File: src/rtl/asb_pkg.sv
`timescale 1ns/1ps
// Shared types and helpers for the asynchronous SRAM bridge.
// Assumes: phase limits are given in whole nanoseconds.
package asb_pkg;

    typedef enum logic [1:0] {
        ST_IDLE  = 2'd0,
        ST_READ  = 2'd1,
        ST_WRITE = 2'd2,
        ST_TURN  = 2'd3
    } asb_state_e;

    // Larger of two limits.
    function automatic int unsigned lim_max(input int unsigned a, input int unsigned b);
        return (a > b) ? a : b;
    endfunction

    // Cycles covering a time limit, rounded up, never fewer than one.
    function automatic int unsigned cycles_for(input int unsigned ns, input int unsigned period_ns);
        int unsigned c;
        c = (ns + period_ns - 1) / period_ns;
        return (c < 1) ? 1 : c;
    endfunction

endpackage

File: src/rtl/asb_phase_timer.sv
`timescale 1ns/1ps
// Down-counter that times one memory phase.
// Assumes: load and count never happen together; done is high when the count is zero.
module asb_phase_timer #(
    parameter int CNT_W = 4
) (
    input  logic             clk,
    input  logic             rst_n,
    input  logic             load,
    input  logic [CNT_W-1:0] load_val,
    output logic             done
);

    logic [CNT_W-1:0] cnt_q;

    // Load the phase length, then count down to zero and hold there.
    always_ff @(posedge clk) begin
        if (!rst_n) begin
            cnt_q <= '0;
        end else if (load) begin
            cnt_q <= load_val;
        end else if (cnt_q != '0) begin
            cnt_q <= cnt_q - 1'b1;
        end
    end

    assign done = (cnt_q == '0);

endmodule

File: src/rtl/asb_seq.sv
`timescale 1ns/1ps
// Access sequencer: idle -> read -> turnaround -> idle, or idle -> write -> idle.
// Assumes: the phase timer counts cycles from the load value down to zero;
// a write with no byte enabled is taken but never leaves idle.
module asb_seq
    import asb_pkg::*;
#(
    parameter int CNT_W    = 4,
    parameter int RD_CYC   = 14,
    parameter int WR_CYC   = 14,
    parameter int TURN_CYC = 7
) (
    input  logic             clk,
    input  logic             rst_n,
    input  logic             req_valid,
    input  logic             req_write,
    input  logic [1:0]       req_be,
    input  logic             phase_done,
    output asb_state_e       state,
    output logic             accept,
    output logic             capture,
    output logic             tmr_load,
    output logic [CNT_W-1:0] tmr_val
);

    localparam logic [CNT_W-1:0] RD_LOAD   = CNT_W'(RD_CYC - 1);
    localparam logic [CNT_W-1:0] WR_LOAD   = CNT_W'(WR_CYC - 1);
    localparam logic [CNT_W-1:0] TURN_LOAD = CNT_W'(TURN_CYC - 1);

    asb_state_e state_q, state_d;

    // Next-state and timer-load decode.
    always_comb begin
        state_d  = state_q;
        accept   = 1'b0;
        capture  = 1'b0;
        tmr_load = 1'b0;
        tmr_val  = '0;
        case (state_q)
            ST_IDLE: begin
                if (req_valid) begin
                    accept = 1'b1;
                    if (!req_write) begin
                        state_d  = ST_READ;
                        tmr_load = 1'b1;
                        tmr_val  = RD_LOAD;
                    end else if (|req_be) begin
                        state_d  = ST_WRITE;
                        tmr_load = 1'b1;
                        tmr_val  = WR_LOAD;
                    end
                end
            end
            ST_READ: begin
                if (phase_done) begin
                    capture  = 1'b1;
                    state_d  = ST_TURN;
                    tmr_load = 1'b1;
                    tmr_val  = TURN_LOAD;
                end
            end
            ST_WRITE: begin
                if (phase_done) state_d = ST_IDLE;
            end
            ST_TURN: begin
                if (phase_done) state_d = ST_IDLE;
            end
            default: state_d = ST_IDLE;
        endcase
    end

    // State register.
    always_ff @(posedge clk) begin
        if (!rst_n) state_q <= ST_IDLE;
        else        state_q <= state_d;
    end

    assign state = state_q;

endmodule

File: src/rtl/asb_datapath.sv
`timescale 1ns/1ps
// Request holding registers, read capture and memory pin decode.
// Assumes: address, data and enables are latched only when a request is taken,
// so they stay still for the whole access.
module asb_datapath
    import asb_pkg::*;
#(
    parameter int ADDR_W = 18,
    parameter int DATA_W = 16
) (
    input  logic              clk,
    input  logic              rst_n,
    input  asb_state_e        state,
    input  logic              accept,
    input  logic              capture,
    input  logic [ADDR_W-1:0] req_addr,
    input  logic [DATA_W-1:0] req_wdata,
    input  logic [1:0]        req_be,
    input  logic [DATA_W-1:0] mem_dq_in,
    output logic              req_ready,
    output logic              rsp_valid,
    output logic [DATA_W-1:0] rsp_data,
    output logic [ADDR_W-1:0] mem_addr,
    output logic              mem_ce_n,
    output logic              mem_we_n,
    output logic              mem_oe_n,
    output logic              mem_lb_n,
    output logic              mem_ub_n,
    output logic [DATA_W-1:0] mem_dq_out,
    output logic              mem_dq_oe
);

    localparam int LANES = 2;

    logic [ADDR_W-1:0] addr_q;
    logic [DATA_W-1:0] wdata_q;
    logic [LANES-1:0]  be_q;
    logic [LANES-1:0]  strb_n;
    logic              rd_act, wr_act, sel;

    // Hold the accepted request for the duration of the access.
    always_ff @(posedge clk) begin
        if (!rst_n) begin
            addr_q  <= '0;
            wdata_q <= '0;
            be_q    <= '0;
        end else if (accept) begin
            addr_q  <= req_addr;
            wdata_q <= req_wdata;
            be_q    <= req_be;
        end
    end

    // Capture the read word and pulse the response strobe.
    always_ff @(posedge clk) begin
        if (!rst_n) begin
            rsp_valid <= 1'b0;
            rsp_data  <= '0;
        end else begin
            rsp_valid <= capture;
            if (capture) rsp_data <= mem_dq_in;
        end
    end

    assign rd_act = (state == ST_READ);
    assign wr_act = (state == ST_WRITE);
    assign sel    = rd_act | wr_act;

    // One active-low strobe per byte lane, only while selected.
    for (genvar g = 0; g < LANES; g++) begin : g_lane
        assign strb_n[g] = ~(sel & be_q[g]);
    end

    assign req_ready  = (state == ST_IDLE);
    assign mem_addr   = addr_q;
    assign mem_ce_n   = ~sel;
    assign mem_oe_n   = ~rd_act;
    assign mem_we_n   = ~wr_act;
    assign mem_lb_n   = strb_n[0];
    assign mem_ub_n   = strb_n[1];
    assign mem_dq_out = wdata_q;
    assign mem_dq_oe  = wr_act;

endmodule

File: src/rtl/asram_bridge.sv
`timescale 1ns/1ps
// Top level: synchronous host port to an asynchronous 16-bit static RAM.
// Assumes: every phase length is a whole number of CLK_NS cycles,
// derived from the memory's nanosecond limits by rounding up.
module asram_bridge
    import asb_pkg::*;
#(
    parameter int ADDR_W    = 18,
    parameter int DATA_W    = 16,
    parameter int CLK_NS    = 4,
    parameter int T_AA_NS   = 55,
    parameter int T_OE_NS   = 30,
    parameter int T_AW_NS   = 55,
    parameter int T_WP_NS   = 30,
    parameter int T_DW_NS   = 25,
    parameter int T_OHZ_NS  = 25
) (
    input  logic              clk,
    input  logic              rst_n,
    input  logic              req_valid,
    output logic              req_ready,
    input  logic              req_write,
    input  logic [ADDR_W-1:0] req_addr,
    input  logic [DATA_W-1:0] req_wdata,
    input  logic [1:0]        req_be,
    output logic              rsp_valid,
    output logic [DATA_W-1:0] rsp_data,
    output logic [ADDR_W-1:0] mem_addr,
    output logic              mem_ce_n,
    output logic              mem_we_n,
    output logic              mem_oe_n,
    output logic              mem_lb_n,
    output logic              mem_ub_n,
    output logic [DATA_W-1:0] mem_dq_out,
    input  logic [DATA_W-1:0] mem_dq_in,
    output logic              mem_dq_oe
);

    localparam int RD_CYC   = cycles_for(lim_max(T_AA_NS, T_OE_NS), CLK_NS);
    localparam int WR_CYC   = cycles_for(lim_max(lim_max(T_AW_NS, T_WP_NS), T_DW_NS), CLK_NS);
    localparam int TURN_CYC = cycles_for(T_OHZ_NS, CLK_NS);
    localparam int LONGEST  = lim_max(lim_max(RD_CYC, WR_CYC), TURN_CYC);
    localparam int CNT_W    = $clog2(LONGEST + 1);

    asb_state_e       state;
    logic             accept, capture, tmr_load, phase_done;
    logic [CNT_W-1:0] tmr_val;

    asb_phase_timer #(.CNT_W(CNT_W)) u_timer (
        .clk      (clk),
        .rst_n    (rst_n),
        .load     (tmr_load),
        .load_val (tmr_val),
        .done     (phase_done)
    );

    asb_seq #(
        .CNT_W    (CNT_W),
        .RD_CYC   (RD_CYC),
        .WR_CYC   (WR_CYC),
        .TURN_CYC (TURN_CYC)
    ) u_seq (
        .clk        (clk),
        .rst_n      (rst_n),
        .req_valid  (req_valid),
        .req_write  (req_write),
        .req_be     (req_be),
        .phase_done (phase_done),
        .state      (state),
        .accept     (accept),
        .capture    (capture),
        .tmr_load   (tmr_load),
        .tmr_val    (tmr_val)
    );

    asb_datapath #(.ADDR_W(ADDR_W), .DATA_W(DATA_W)) u_dp (
        .clk        (clk),
        .rst_n      (rst_n),
        .state      (state),
        .accept     (accept),
        .capture    (capture),
        .req_addr   (req_addr),
        .req_wdata  (req_wdata),
        .req_be     (req_be),
        .mem_dq_in  (mem_dq_in),
        .req_ready  (req_ready),
        .rsp_valid  (rsp_valid),
        .rsp_data   (rsp_data),
        .mem_addr   (mem_addr),
        .mem_ce_n   (mem_ce_n),
        .mem_we_n   (mem_we_n),
        .mem_oe_n   (mem_oe_n),
        .mem_lb_n   (mem_lb_n),
        .mem_ub_n   (mem_ub_n),
        .mem_dq_out (mem_dq_out),
        .mem_dq_oe  (mem_dq_oe)
    );

endmodule

File: config.mk
export PLATFORM = sky130hd
export DESIGN_NAME = asram_bridge
export DESIGN_NICKNAME = d
export VERILOG_FILES = /design/src/rtl/asb_pkg.sv /design/src/rtl/asb_phase_timer.sv /design/src/rtl/asb_seq.sv /design/src/rtl/asb_datapath.sv /design/src/rtl/asram_bridge.sv
export SDC_FILE = /design/constraint.sdc
export NUM_CORES = 1
export LEC_CHECK = 0
export ABC_AREA = 1
export CAP_MARGIN = 20
export CORE_MARGIN = 2
export CORE_UTILIZATION = 40
export CTS_BUF_LIST = sky130_fd_sc_hd__clkbuf_8 sky130_fd_sc_hd__clkbuf_16
export DETAILED_ROUTE_END_ITERATION = 8
export PLACE_DENSITY_LB_ADDON = 0.25
export SYNTH_ARGS = -nofsm -noshare
export SYNTH_HDL_FRONTEND = slang
export SYNTH_SLANG_ARGS = --single-unit
File: constraint.sdc
create_clock -name clk -period 2.2 [get_ports clk]
set_input_delay 0.33 -clock clk [delete_from_list [all_inputs] [get_ports clk]]
set_output_delay 0.33 -clock clk [all_outputs]
set_load 0.1 [all_outputs]
==> impl_metrics.csv <==
group,metric,value,unit
route,drtIter0Drc,78,
final_layout,fin_area,3543,µm²
synth,avgSynthCellArea,7.851,µm²
clock_network,cts_tree,"done",
timing,hold_viol,0,
place,port_buffers,113,
pwr,vdd_drop_max,0.0009486,V
worst_setup_path,crit_path_cell_trace,"inv_1 -> ha_1 -> nand2_1 -> buf_12",
route,wl_per_cell,11.72,µm
global_routing,grt_pass1_wl,9.211,mm
route,vias_per_cell,4.738,
synth,synth_cells,291,
timing,final_period_minus_worst_setup_slack,1.748,ns
place,place_congestion,0.7143,
route,dr.pass1.iters,4,
worst_setup_path,path_buf_inv,2,
timing,finClkSkew,0.007293,ns
clock_network,cts_resized,0,
route,ant_nets,0,
pwr,pwr_density_cell,1708,nW/µm²
worst_setup_path,critPathSlowestCell,"dfxtp_1",
die,placeableCoreArea,5507,µm²
route,drc,0,
timing,slew_headroom,66.69,%
final_layout,fin_nets,465,
clock_network,clk_latency,0.33,ns
synth,synth_compound_area_share,14.02,%
worst_setup_path,critical_path_arrival,1.42,ns
synth,synth_warnings,0,
run_status,outcome,"finished clean",
synth,synthesis.nets,352,
synth,synth_adder_area_share,2.738,%
run,maxCapViolations,0,
global_routing,antenna_found_initial,0,
pwr,total_power,6.054,mW
worst_setup_path,critical_path.startpoint_type,"register",
die,die_area,6332,µm²
global_routing,grt_remaining_overflow,0,
pwr,p_leak,1.550,nW
synth,netlist_area,2285,µm²
route,totalWireLength,5.636,mm
die,ios,114,
die,die_h,79.58,µm
global_routing,first_global_vias,2053,
timing,setup_viol,0,
global_routing,grt_max_degree,37,
clock_network,cts_hold_buf,0,
min_path,hold_path.class,"register to register",
synth,synth_cell_types,22,
synth,synth_top_family_by_area,"simple AND/OR/NAND/NOR gates",
synth,ys_seq_area_share,51.70,%
timing,slew_viol_final,0,
worst_setup_path,worstSetupPathType,"register to primary output",
clock_network,clock_path_buffers,2,
worst_setup_path,critical-path-top-delay-family,"flip-flops",
timing,max_freq,0.5720,GHz
clock_network,numCtsBuffers,9,
final_layout,synthToLayoutAreaGrowth,55.09,%
global_routing,groute.usage.overall,18.84,%
timing,worst_pin_slew,0.4966,ns
die,rows,27,
clock_network,post_cts_buffers,0,
synth,ys_ff_latch,59,
worst_setup_path,end_kind,"primary output",
timing,final.setup.tns,0,ns
place,dpl_cell_area,3356,µm²
clock_network,cts_htree_levels,3,
timing,rsz0062_at_grt,"false",
worst_setup_path,crit_required,1.87,ns
die,die_x,79.58,µm
timing,final_min_period_over_clock_period,79.47,%
synth,muxShareOfSynthArea,0,%
synth,yosys.area_share.xor_xnor,0.3834,%
final_layout,drive_gt1_share,20.29,%
clock_network,clock-root-buffer,"clkbuf_8",
worst_setup_path,slowest_delay,0.38,ns
place,dpl.hpwl,4.011,mm
final_layout,n_antenna_cell,0,
clock_network,clock_sinks,59,
synth,yosys.area_share.simple,25.14,%
clock_network,path_clk_slew,0.06,ns
route,dr_total_vias,2279,
worst_setup_path,crit_fanout,4,
die,start_util,41.49,%
[worst paths after layout]
kind	from	end	slack, ns	cells after the start
hold / removal	u_dp.rsp_data[15]	u_dp.rsp_data[15]	0.46	2
hold reg to reg	u_dp.rsp_data[15]	u_dp.rsp_data[15]	0.46	2
setup / recovery	u_seq.state[0]	mem_lb_n	0.45	4
setup reg to reg	u_timer.cnt_q[0]	u_timer.cnt_q[3]	0.54	7
[per-layer routing]
| layer | track usage, % | up-vias | part of all wire (%) |
|---|---|---|---|
| li1 | - | 1171 | - |
| met1 | 21.23 | 1007 | 42 |
| met2 | 30.17 | 88 | 45 |
| met3 | 7.240 | 13 | 11 |
| met4 | 11.03 | 0 | 2.6 |
| met5 | 0 | - | 0 |
[report_power, final]
group          total, mW  switching, mW  internal (mW)
clock network      0.923          0.388          0.535
logic               3.62           2.77          0.856
registers           1.51          0.159           1.35
total               6.05           3.31           2.74
[placed cells by master, fill, tap and decap left out, drive strengths merged, types with 2 or more instances in the layout]
cell type      count
a21oi             22
o21ai             39
clkdlybuf4s50     55
clkbuf            10
buf               62
nand2             35
inv               13
ha                 5
clkinv             2
nor2              83
dfxtp             59
nand3             19
[area by class of cell]
class	instances	area (µm²)
Timing Repair Buffer	117	1079
Sequential cell	59	1181
Fill cell	497	1963
Clock inverter	6	50.05
Multi-Input combinational cell	207	968.4
Tap cell	72	90.09
Inverter	10	37.54
Clock buffer	10	137.6
[Yosys cell counts, drive strengths merged]
library cell  instances  area share [%]
clkinv                1            0.16
o21ai                39             8.5
clkbuf                8             1.4
nand2                35             6.7
ha                    5             2.7
nand4                 1            0.27
xnor2                 1            0.38
nand3                19             4.2
o21bai                1            0.33
buf                   7             3.0
o21a                  1            0.33
a21oi                22             4.8
nor2                 83              14
inv                   9             1.5
dfxtp                59              52
[state kept, by name, indices dropped and copies added, names as in the netlist]
name and count:
u_dp.mem_addr 18, u_dp.mem_dq_out 16, u_dp.rsp_data 16, u_timer.cnt_q 4, u_dp.be_q 2, u_seq.state 2
u_dp.rsp_valid 1
[worst min-delay path, cell delays in order, from the launching register on]
cell     delay, ns
dfxtp_1       0.31
nand2_1       0.06
a21oi_1       0.05
[per-stage QoR]
stage          std cells  hold WS (ns)  setup WS (ns)  utilization (%)
4_1_cts              481        0.4642         0.4244            64.35
3_3_place_gp         465        0.4508         0.4109            60.94
3_5_place_dp         465        0.4547         0.3672            60.94
5_1_grt              481        0.4762         0.3601            64.35
2_1_floorplan        291        0.4539       0.007372                -
6_report             481        0.4619         0.4517            64.35
[cell families (layout without fill, tap and decap cells)]
family                   after synthesis  in the layout
AO/OA/AOI/OAI                         63             63
XOR/XNOR                               1              1
adder cells (fa/ha/maj)                5              5
buffers and inverters                 25            143
flip-flops                            59             59
AND/OR/NAND/NOR                      138            138
Power figures use the tool's default switching activity.
